==> config.mk <==
export PLATFORM = sky130hd
export DESIGN_NAME = nvm_timed_writer
export DESIGN_NICKNAME = d
export VERILOG_FILES = /design/src/rtl/nvm_pkg.sv /design/src/rtl/nvm_busy_timer.sv /design/src/rtl/nvm_prog_store.sv /design/src/rtl/nvm_data_store.sv /design/src/rtl/nvm_timed_writer.sv
export SDC_FILE = /design/constraint.sdc
export NUM_CORES = 2
export LEC_CHECK = 0
export BUFFER_PORTS_ARGS = -buffer_cell sky130_fd_sc_hd__buf_2
export CAP_MARGIN = 20
export CELL_PAD_IN_SITES_DETAIL_PLACEMENT = 1
export CELL_PAD_IN_SITES_GLOBAL_PLACEMENT = 1
export CORE_MARGIN = 5
export CORE_UTILIZATION = 56
export DETAILED_ROUTE_END_ITERATION = 8
export PLACE_DENSITY_LB_ADDON = 0.1
export SLEW_MARGIN = 20
export SYNTH_ARGS = -nofsm -noshare
export SYNTH_HDL_FRONTEND = slang
export SYNTH_HIERARCHICAL = 1
export SYNTH_SLANG_ARGS = --single-unit
==> constraint.sdc <==
create_clock -name clk -period 7.3 [get_ports clk]
set_input_delay 0.73 -clock clk [delete_from_list [all_inputs] [get_ports clk]]
set_output_delay 0.73 -clock clk [all_outputs]
set_load 0.005 [all_outputs]
==> src/rtl/nvm_pkg.sv <==
package nvm_pkg;
  timeunit 1ns; timeprecision 100ps;

  localparam logic [7:0] NVM_BLANK = 8'hFF;

  typedef enum logic [2:0] {
    OP_LOAD    = 3'd0,
    OP_COMMIT  = 3'd1,
    OP_BYTE_WR = 3'd2,
    OP_ERASE   = 3'd3,
    OP_RD_PROG = 3'd4,
    OP_RD_DATA = 3'd5
  } nvm_op_e;

  typedef enum logic [1:0] {
    JOB_NONE  = 2'd0,
    JOB_PAGE  = 2'd1,
    JOB_BYTE  = 2'd2,
    JOB_ERASE = 2'd3
  } nvm_job_e;

  // commands that change stored state
  function automatic logic op_mutates(logic [2:0] op);
    return op <= 3'd3;
  endfunction

  function automatic logic op_timed(logic [2:0] op);
    return (op == OP_COMMIT) || (op == OP_BYTE_WR) || (op == OP_ERASE);
  endfunction

  function automatic logic op_reads(logic [2:0] op);
    return (op == OP_RD_PROG) || (op == OP_RD_DATA);
  endfunction

  function automatic nvm_job_e job_for(logic [2:0] op);
    case (op)
      OP_COMMIT:  return JOB_PAGE;
      OP_BYTE_WR: return JOB_BYTE;
      OP_ERASE:   return JOB_ERASE;
      default:    return JOB_NONE;
    endcase
  endfunction
endpackage

==> src/rtl/nvm_busy_timer.sv <==
module nvm_busy_timer
  import nvm_pkg::*;
#(
  parameter int unsigned T_PAGE  = 900000,
  parameter int unsigned T_BYTE  = 1800000,
  parameter int unsigned T_ERASE = 1800000
) (
  input  logic     clk,
  input  logic     rst_n,
  input  logic     start,
  input  nvm_job_e start_job,
  output logic     busy,
  output nvm_job_e job,
  output logic     done
);
  timeunit 1ns; timeprecision 100ps;

  localparam int unsigned T_PB  = (T_PAGE > T_BYTE) ? T_PAGE : T_BYTE;
  localparam int unsigned T_MAX = (T_PB > T_ERASE) ? T_PB : T_ERASE;
  localparam int unsigned CNT_W = $clog2(T_MAX + 1);

  logic [CNT_W-1:0] cnt_q;
  nvm_job_e         job_q;

  // remaining cycles after the accepting edge
  function automatic logic [CNT_W-1:0] span_for(nvm_job_e j);
    case (j)
      JOB_PAGE:  return CNT_W'(T_PAGE - 1);
      JOB_BYTE:  return CNT_W'(T_BYTE - 1);
      JOB_ERASE: return CNT_W'(T_ERASE - 1);
      default:   return '0;
    endcase
  endfunction

  assign busy = (job_q != JOB_NONE);
  assign done = busy && (cnt_q == '0);
  assign job  = job_q;

  always_ff @(posedge clk or negedge rst_n) begin
    if (!rst_n) begin
      job_q <= JOB_NONE;
      cnt_q <= '0;
    end else if (start && !busy) begin
      job_q <= start_job;
      cnt_q <= span_for(start_job);
    end else if (done) begin
      job_q <= JOB_NONE;
    end else if (busy) begin
      cnt_q <= cnt_q - 1'b1;
    end
  end
endmodule

==> src/rtl/nvm_prog_store.sv <==
module nvm_prog_store
  import nvm_pkg::*;
#(
  parameter  int unsigned PAGE_LOG2  = 2,
  parameter  int unsigned PAGES_LOG2 = 3,
  localparam int unsigned WORD_AW    = PAGE_LOG2 + PAGES_LOG2
) (
  input  logic                  clk,
  input  logic                  rst_n,
  input  logic                  load_en,
  input  logic [PAGE_LOG2-1:0]  load_off,
  input  logic                  load_hi,
  input  logic [7:0]            load_byte,
  input  logic                  commit_en,
  input  logic [PAGES_LOG2-1:0] commit_page,
  input  logic                  erase_en,
  input  logic [WORD_AW-1:0]    rd_word,
  input  logic                  rd_hi,
  output logic [7:0]            rd_byte
);
  timeunit 1ns; timeprecision 100ps;

  localparam int unsigned PAGE_WORDS = 1 << PAGE_LOG2;
  localparam int unsigned WORDS      = 1 << WORD_AW;

  function automatic logic [PAGES_LOG2-1:0] page_of(logic [WORD_AW-1:0] a);
    return a[WORD_AW-1:PAGE_LOG2];
  endfunction

  function automatic logic [7:0] pick_byte(logic [15:0] w, logic hi);
    return hi ? w[15:8] : w[7:0];
  endfunction

  logic [15:0] pbuf_w [PAGE_WORDS];
  logic [15:0] mem_w  [WORDS];

  for (genvar i = 0; i < PAGE_WORDS; i++) begin : g_pbuf
    logic [15:0] slot_q;
    always_ff @(posedge clk or negedge rst_n) begin
      if (!rst_n) begin
        slot_q <= {2{NVM_BLANK}};
      end else if (commit_en) begin
        slot_q <= {2{NVM_BLANK}};
      end else if (load_en && (load_off == PAGE_LOG2'(i))) begin
        if (load_hi) slot_q[15:8] <= load_byte;
        else         slot_q[7:0]  <= load_byte;
      end
    end
    assign pbuf_w[i] = slot_q;
  end

  for (genvar w = 0; w < WORDS; w++) begin : g_word
    logic [15:0] cell_q;
    always_ff @(posedge clk or negedge rst_n) begin
      if (!rst_n) begin
        cell_q <= {2{NVM_BLANK}};
      end else if (erase_en) begin
        cell_q <= {2{NVM_BLANK}};
      end else if (commit_en && (page_of(WORD_AW'(w)) == commit_page)) begin
        cell_q <= pbuf_w[w % PAGE_WORDS];
      end
    end
    assign mem_w[w] = cell_q;
  end

  assign rd_byte = pick_byte(mem_w[rd_word], rd_hi);
endmodule

==> src/rtl/nvm_data_store.sv <==
module nvm_data_store
  import nvm_pkg::*;
#(
  parameter int unsigned DATA_AW = 5
) (
  input  logic               clk,
  input  logic               rst_n,
  input  logic               wr_en,
  input  logic [DATA_AW-1:0] wr_addr,
  input  logic [7:0]         wr_byte,
  input  logic               erase_en,
  input  logic [DATA_AW-1:0] rd_addr,
  output logic [7:0]         rd_byte
);
  timeunit 1ns; timeprecision 100ps;

  localparam int unsigned BYTES = 1 << DATA_AW;

  logic [7:0] mem_w [BYTES];

  for (genvar b = 0; b < BYTES; b++) begin : g_byte
    logic [7:0] cell_q;
    // replacement regardless of old bits models erase-then-write
    always_ff @(posedge clk or negedge rst_n) begin
      if (!rst_n) begin
        cell_q <= NVM_BLANK;
      end else if (erase_en) begin
        cell_q <= NVM_BLANK;
      end else if (wr_en && (wr_addr == DATA_AW'(b))) begin
        cell_q <= wr_byte;
      end
    end
    assign mem_w[b] = cell_q;
  end

  assign rd_byte = mem_w[rd_addr];
endmodule

==> src/rtl/nvm_timed_writer.sv <==
module nvm_timed_writer
  import nvm_pkg::*;
#(
  parameter  int unsigned PAGE_LOG2  = 2,
  parameter  int unsigned PAGES_LOG2 = 3,
  parameter  int unsigned DATA_AW    = 5,
  parameter  int unsigned T_PAGE     = 900000,
  parameter  int unsigned T_BYTE     = 1800000,
  parameter  int unsigned T_ERASE    = 1800000,
  localparam int unsigned WORD_AW    = PAGE_LOG2 + PAGES_LOG2,
  localparam int unsigned ADDR_W     = (WORD_AW > DATA_AW) ? WORD_AW : DATA_AW
) (
  input  logic              clk,
  input  logic              rst_n,
  input  logic              cmd_valid,
  input  logic [2:0]        cmd_op,
  input  logic [ADDR_W-1:0] cmd_addr,
  input  logic              cmd_hi,
  input  logic [7:0]        cmd_wdata,
  output logic              busy,
  output logic              err_sticky,
  output logic              rd_valid,
  output logic [7:0]        rd_data
);
  timeunit 1ns; timeprecision 100ps;

  // named internal events
  logic     busy_w;
  logic     tmr_done;
  nvm_job_e job_w;
  logic     req_read, req_drop, req_start, req_load;
  logic     page_apply, byte_apply, erase_apply;

  logic [WORD_AW-1:0] cmd_word;
  logic [DATA_AW-1:0] cmd_daddr;
  assign cmd_word  = cmd_addr[WORD_AW-1:0];
  assign cmd_daddr = cmd_addr[DATA_AW-1:0];

  function automatic logic [PAGES_LOG2-1:0] page_of(logic [WORD_AW-1:0] a);
    return a[WORD_AW-1:PAGE_LOG2];
  endfunction

  function automatic logic prog_hidden(nvm_job_e j, logic [PAGES_LOG2-1:0] tgt,
                                       logic [WORD_AW-1:0] a);
    return (j == JOB_ERASE) || ((j == JOB_PAGE) && (page_of(a) == tgt));
  endfunction

  function automatic logic data_hidden(nvm_job_e j, logic [DATA_AW-1:0] tgt,
                                       logic [DATA_AW-1:0] a);
    return (j == JOB_ERASE) || ((j == JOB_BYTE) && (a == tgt));
  endfunction

  assign req_read  = cmd_valid && op_reads(cmd_op);
  assign req_drop  = cmd_valid && op_mutates(cmd_op) && busy_w;
  assign req_start = cmd_valid && op_timed(cmd_op) && !busy_w;
  assign req_load  = cmd_valid && (cmd_op == OP_LOAD) && !busy_w;

  nvm_busy_timer #(
    .T_PAGE(T_PAGE), .T_BYTE(T_BYTE), .T_ERASE(T_ERASE)
  ) u_timer (
    .clk(clk), .rst_n(rst_n),
    .start(req_start), .start_job(job_for(cmd_op)),
    .busy(busy_w), .job(job_w), .done(tmr_done)
  );

  // operation target captured at acceptance
  logic [PAGES_LOG2-1:0] tgt_page_q;
  logic [DATA_AW-1:0]    tgt_addr_q;
  logic [7:0]            tgt_data_q;

  always_ff @(posedge clk or negedge rst_n) begin
    if (!rst_n) begin
      tgt_page_q <= '0;
      tgt_addr_q <= '0;
      tgt_data_q <= '0;
    end else if (req_start) begin
      tgt_page_q <= page_of(cmd_word);
      tgt_addr_q <= cmd_daddr;
      tgt_data_q <= cmd_wdata;
    end
  end

  assign page_apply  = tmr_done && (job_w == JOB_PAGE);
  assign byte_apply  = tmr_done && (job_w == JOB_BYTE);
  assign erase_apply = tmr_done && (job_w == JOB_ERASE);

  logic [7:0] prog_rd, data_rd;

  nvm_prog_store #(
    .PAGE_LOG2(PAGE_LOG2), .PAGES_LOG2(PAGES_LOG2)
  ) u_prog (
    .clk(clk), .rst_n(rst_n),
    .load_en(req_load), .load_off(cmd_word[PAGE_LOG2-1:0]),
    .load_hi(cmd_hi), .load_byte(cmd_wdata),
    .commit_en(page_apply), .commit_page(tgt_page_q),
    .erase_en(erase_apply),
    .rd_word(cmd_word), .rd_hi(cmd_hi), .rd_byte(prog_rd)
  );

  nvm_data_store #(
    .DATA_AW(DATA_AW)
  ) u_data (
    .clk(clk), .rst_n(rst_n),
    .wr_en(byte_apply), .wr_addr(tgt_addr_q), .wr_byte(tgt_data_q),
    .erase_en(erase_apply),
    .rd_addr(cmd_daddr), .rd_byte(data_rd)
  );

  logic [7:0] rd_next;
  always_comb begin
    if (cmd_op == OP_RD_PROG)
      rd_next = prog_hidden(job_w, tgt_page_q, cmd_word) ? NVM_BLANK : prog_rd;
    else
      rd_next = data_hidden(job_w, tgt_addr_q, cmd_daddr) ? NVM_BLANK : data_rd;
  end

  logic       rd_valid_q, err_q;
  logic [7:0] rd_data_q;

  always_ff @(posedge clk or negedge rst_n) begin
    if (!rst_n) begin
      rd_valid_q <= 1'b0;
      rd_data_q  <= '0;
      err_q      <= 1'b0;
    end else begin
      rd_valid_q <= req_read;
      if (req_read) rd_data_q <= rd_next;
      if (req_drop) err_q <= 1'b1;
    end
  end

  assign busy       = busy_w;
  assign err_sticky = err_q;
  assign rd_valid   = rd_valid_q;
  assign rd_data    = rd_data_q;
endmodule

Word level (Yosys, flattened, before mapping)
Index checks and enable logic that the tools add are counted.

word-level totals
  register bits = 881
  bits of input ports = 20

operators by class
  mux-type cells = 155
  $add $sub $neg = 1
  reductions and logical operators = 127
  $lt $le $gt $ge = 2
  eq/ne operators = 56
  bitwise gates (word level) = 1

operators with widths
  cell                     number
  $mux W16                 74
  $mux W8                  72
  $reduce_bool A2 Y1       48
  $bmux W16 S5             1
  $eq A5 B5 Y1 const B     16
  $mux W21                 3
  $logic_and A1 B1 Y1      58
  $pmux W21 S2             1
  $bmux W8 S5              1
  $eq A5 B4 Y1 const B     8
  $logic_not A21 Y1        1
  $sub A21 B1 Y21 const B  1
  $eq A5 B3 Y1 const B     4
  $reduce_and A2 Y1        9
  $eq A2 B2 Y1 const B     6
  $eq A3 B3 Y1 const A     4
  $eq A5 B2 Y1 const B     2
  $eq A2 B1 Y1 const B     3
  $eq A2 B3 Y1 const A     2
  $eq A3 B2 Y1 const B     2
  $eq A3 B3 Y1 const B     2
  $ge A6 B6 Y1 const B     1
  $logic_not A3 Y1         2
  $not A5 Y6               1
  other kinds (14)         20

Depth between registers and ports, before layout
  word-level depth = 8
  depth in mapped cells = 13
  depth with buffers taken out = 11

By module
Netlist, hierarchy kept.

modules (own cells, without submodules)
  module            area an instance (um^2)  times used  cells an instance
  nvm_prog_store    28,798.9                 1           2,613
  nvm_data_store    13,218.9                 1           1,029
  nvm_busy_timer    1,483.9                  1           161
  nvm_timed_writer  1,092.3                  1           83

Worst setup path after synthesis
No wires, ideal clock.

  kind = reg-to-reg
  start = reg u_timer.cnt_q[9]
  end = reg u_data.g_byte[3].cell_q[0]
  buffers on the path = 1
  library setup time = 82 ps
  period minus slack after synthesis = 2,837 ps
  cell stages (with the launch flop) = 10
  required time = 7,218 ps
  path slack = 4,463 ps
  arrival = 2,756 ps
  cell sequence = dfrtp_1 nor3_1 nand3_4 nor3_1 nand2_1 nor2_1 nor4b_2 clkbuf_1 nand2_1 a211o_1

on the way
  cells in the longest elaborated chain, start to end = 5

ends and longest elaborated chain
  item                          line                    source
  start: declaration            nvm_busy_timer.sv:22    logic [CNT_W-1:0] cnt_q;
  start signal: assignment      nvm_busy_timer.sv:45    cnt_q <= span_for(start_job);
  start signal: assignment      nvm_busy_timer.sv:49    cnt_q <= cnt_q - 1'b1;
  $logic_not A21 Y1             nvm_busy_timer.sv:36    assign done = busy && (cnt_q == '0);
  $logic_and A1 B1 Y1           nvm_busy_timer.sv:36
  net tmr_done                  nvm_timed_writer.sv:29  logic tmr_done;
  $logic_and A1 B1 Y1           nvm_timed_writer.sv:84  assign byte_apply = tmr_done && (job_w == JOB_BYTE);
  net byte_apply                nvm_timed_writer.sv:32  logic page_apply, byte_apply, erase_apply;
  $logic_and A1 B1 Y1           nvm_data_store.sv:29    end else if (wr_en && (wr_addr == DATA_AW'(b))) begin
  $reduce_bool A2 Y1 (no line)  -
  end signal: assignment        nvm_data_store.sv:30    cell_q <= wr_byte;
  end: declaration              nvm_data_store.sv:22    logic [7:0] cell_q;

The timed path passes the listed nets, and every way through them passes these cells.
A chain may end at the register's enable or synchronous reset.

Worst setup path in the final report
  start = reg u_timer.cnt_q[0]
  end = reg u_prog.g_word[1].cell_q[6]

on the way
  cells in the longest elaborated chain, start to end = 5

ends and longest elaborated chain
  item                          line                    source
  $logic_not A21 Y1             nvm_busy_timer.sv:36
  $logic_and A1 B1 Y1           nvm_busy_timer.sv:36
  net tmr_done                  nvm_timed_writer.sv:29
  $logic_and A1 B1 Y1           nvm_timed_writer.sv:83  assign page_apply = tmr_done && (job_w == JOB_PAGE);
  net page_apply                nvm_timed_writer.sv:32
  $logic_and A1 B1 Y1           nvm_prog_store.sv:59    end else if (commit_en && (page_of(WORD_AW'(w)) == commit_page)) begin
  $reduce_bool A2 Y1 (no line)  -
  end signal: assignment        nvm_prog_store.sv:56    cell_q <= {2{NVM_BLANK}};
  end signal: assignment        nvm_prog_store.sv:58    cell_q <= {2{NVM_BLANK}};
  end signal: assignment        nvm_prog_store.sv:60    cell_q <= pbuf_w[w % PAGE_WORDS];
  end: declaration              nvm_prog_store.sv:53    logic [15:0] cell_q;

The timed path passes the listed nets, and every way through them passes these cells.

==> key figures <==
Outcome
  – Status: completed

Yosys
  – Synth cell types: 77
  – Top cell type's share of synthesized area: 49.0%
  – Most numerous cell in the Yosys netlist: dfstp_2
  – Number of synthesized flops with an enable pin: 0
  – Largest cells by area after synthesis: dfstp_2, mux4_2, a211o_1
  – Post-synth top area cell: dfstp_2
  – Register area share after synthesis: 51.6%
  – Mapped cell area: 0.0446 mm2
  – Yosys reg bits: 878
  – Post-Syn Nets: 3908
  – Asr flop ratio synth: 100%
  – Cells after Synth: 3886
  – Commonest cells post-synth: dfstp_2, nand2_1, nand3b_1
  – Most used flip-flop cell after synthesis: dfstp_2
  – Synth warn: 6
  – Average instance area after synthesis: 11.5 um2

Timing
  – Final Skew: 0.0237 ns
  – Tcrit/Tclk final: 62.5%
  – Max Clock Freq: 219 MHz
  – Slew Limit Headroom: 19.8%
  – Max-slew violation count: 0
  – Final setup fails: 0
  – Fin Setup TNS: 0 ns
  – RSZ-0062 raised after global routing: no
  – Tightest Pin Transition: 1.20 ns
  – Setup ws final: 2.74 ns
  – Hold slack: 0.138 ns
  – Post-route minimum period: 4.56 ns
  – Final number of hold-violating endpoints: 0

Worst setup path
  – Crit-path max FO: 72
  – Critical path class: reg -> reg
  – Crit path DAT: 5.13 ns
  – R2R depth: 14
  – Startpoint class of the critical path: flip-flop
  – Setup crit end kind: flip-flop
  – Crit path from: u_timer/cnt_q[0]
  – FF-to-FF setup slack: 2.74 ns
  – R2r endpoint: u_prog/g_word[1].cell_q[6]
  – FF-to-FF Start: u_timer/cnt_q[0]
  – WP data required: 7.86 ns

Final layout
  – Register Area: 0.0230 mm2
  – Number of fillers in the final layout: 7884
  – Ratio of cells with drive above 1 in the final layout: 38.2%
  – Final Core Density: 61.1%
  – Design Area, Final: 0.0483 mm2
  – Final cell count without fillers: 4794
  – Area of the multi-input gates: 0.0200 mm2
  – Area growth, synth to finish: 8.26%
  – Layout Nets: 3689

Detailed routing
  – WL per Instance: 28.6 um
  – Iter 0 DRT Violations: 2751
  – Via density: 6.74
  – Detailed Route WL: 137 mm
  – Post-route DRC: 0
  – Via count: 32300
  – Total iterations of the first detailed-routing run: 6
  – Routed Antenna Nets: 0

Die
  – I/O Pins: 31
  – Site row count: 103
  – DIE AREA: 0.0854 mm2
  – Die W: 292 um
  – Core ar.: 0.0790 mm2
  – Die H: 292 um
  – Starting Density: 56.4%

Clocking
  – Post-CTS setup buffer count: 0
  – Post_cts resized: 0
  – CTS tree: yes
  – TritonCTS Buffers: 97
  – H-tree levels: 3
  – Clock buffer depth: 3
  – Skew-Pair Late Insertion Delay: 0.65 ns
  – Hold Buf Count CTS: 0
  – Clock Tree Root: clkbuf_16
  – Clk sinks: 878
  – Worst-path clk slew: 0.06 ns

Power and ir drop
  – Power density cells: 244 mW/mm2
  – Worst VDD drop: 195 uV
  – Power, Total: 11.8 mW
  – Leakage: 22.5 nW

Place
  – Dpl cells: 4616
  – Pre-CTS setup slack: 2.73 ns
  – Buffers on Ports: 30
  – HPWL Detailed: 78.4 mm
  – Gp weighted congestion: 0.878
  – Placed cell area: 0.0450 mm2

Run
  – Max-cap violations: 0

Global route
  – Initial antenna violation count: 1
  – First-pass GRT wire length: 213 mm
  – Largest net degree at the start of global routing: 248
  – Gr usage total: 31.5%
  – Overflow after GRT: 0
  – Vias in the first global route: 35400

Worst hold path
  – Worst Hold Class: in -> async
[final cells by class]
cell class,count,share of cell area (%)
clock buffer,153,6.07
tap,1050,2.72
antenna,1,0.00518
inverter,10,0.0881
clock inverter,22,0.479
timing repair buffer,94,1.62
multi-input combinational,2586,41.3
sequential,878,47.7
[how the worst max path moves through the flow]
| stage | to | slack, ns | cells past startpoint |
|---|---|---|---|
| final | u_prog/g_word[1].cell_q[6] | 2.74 | 14 |
| after global routing | u_prog/g_word[1].cell_q[6] | 2.44 | 14 |
| after CTS | u_prog/g_word[1].cell_q[6] | 2.82 | 12 |
| after detailed placement | rd_data[0] | 2.73 | 7 |
| after global placement | rd_data[3] | 1.78 | 7 |
| after floorplan | u_data/g_byte[3].cell_q[0] | 4.46 | 9 |
[cells by family after synthesis]
family,after synthesis,synth area share (%)
mux,327,13.6
buf+inv,422,3.96
xor+xnor,6,0.118
flops,878,51.6
compound gates,519,9.85
simple gates,1732,20.8
fa+ha+maj,2,0.0561
[flip-flops by register name, summed over array words and instances (netlist names)]
signal                cells
u_prog/g_word.cell_q    512
rd_data                   8
tgt_page_q                3
u_timer/cnt_q            21
u_prog/g_pbuf.slot_q     64
u_timer/job               2
err_sticky                1
tgt_addr_q                2
u_data/g_byte.cell_q    256
tgt_data_q                8
rd_valid                  1
[metal layers]
layer | global-route usage [%] | up-vias | wire [um]
met1 | 41.8 | 17400 | 56200
met3 | 4.08 | 313 | 7250
met5 | 0 | - | 0
met2 | 52.9 | 1094 | 67500
met4 | 13.3 | 0 | 6060
li1 | - | 13500 | -
[worst max-delay path, cell delays in order, from the launching register on]
cell and delay [ns]:
dfrtp_1 0.45, inv_1 0.13, ha_1 0.16, nor2b_1 0.16, nand4_1 0.27, nor3_1 0.47, nand2_1 0.12, nor2_1 0.13
buf_4 0.29, nand2b_1 0.28, nor3_2 0.19, buf_4 0.56, buf_4 0.71, nor2b_1 0.14, a211o_1 0.31
[layout by cell type, fill, tap and decap left out, types with 17 or more instances in the layout]
cell	count
mux2i_1	25
and3_1	258
a31oi_1	17
a211o_1	384
clkbuf_8	25
clkbuf_16	99
nor2_1	28
mux2_2	86
dfstp_2	832
nor2b_1	143
buf_2	26
clkbuf_1	29
mux4_2	215
nand3b_1	390
buf_4	56
nand2_1	816
dfrtp_1	40
[power by group]
group	leakage (nW)	total (mW)	internal, mW	switching, mW
sequential	9.12	5.64	5.10	0.547
combinational	11.9	1.24	0.387	0.856
clock	1.56	4.89	2.88	2.01
Power figures use the tool's default switching activity.
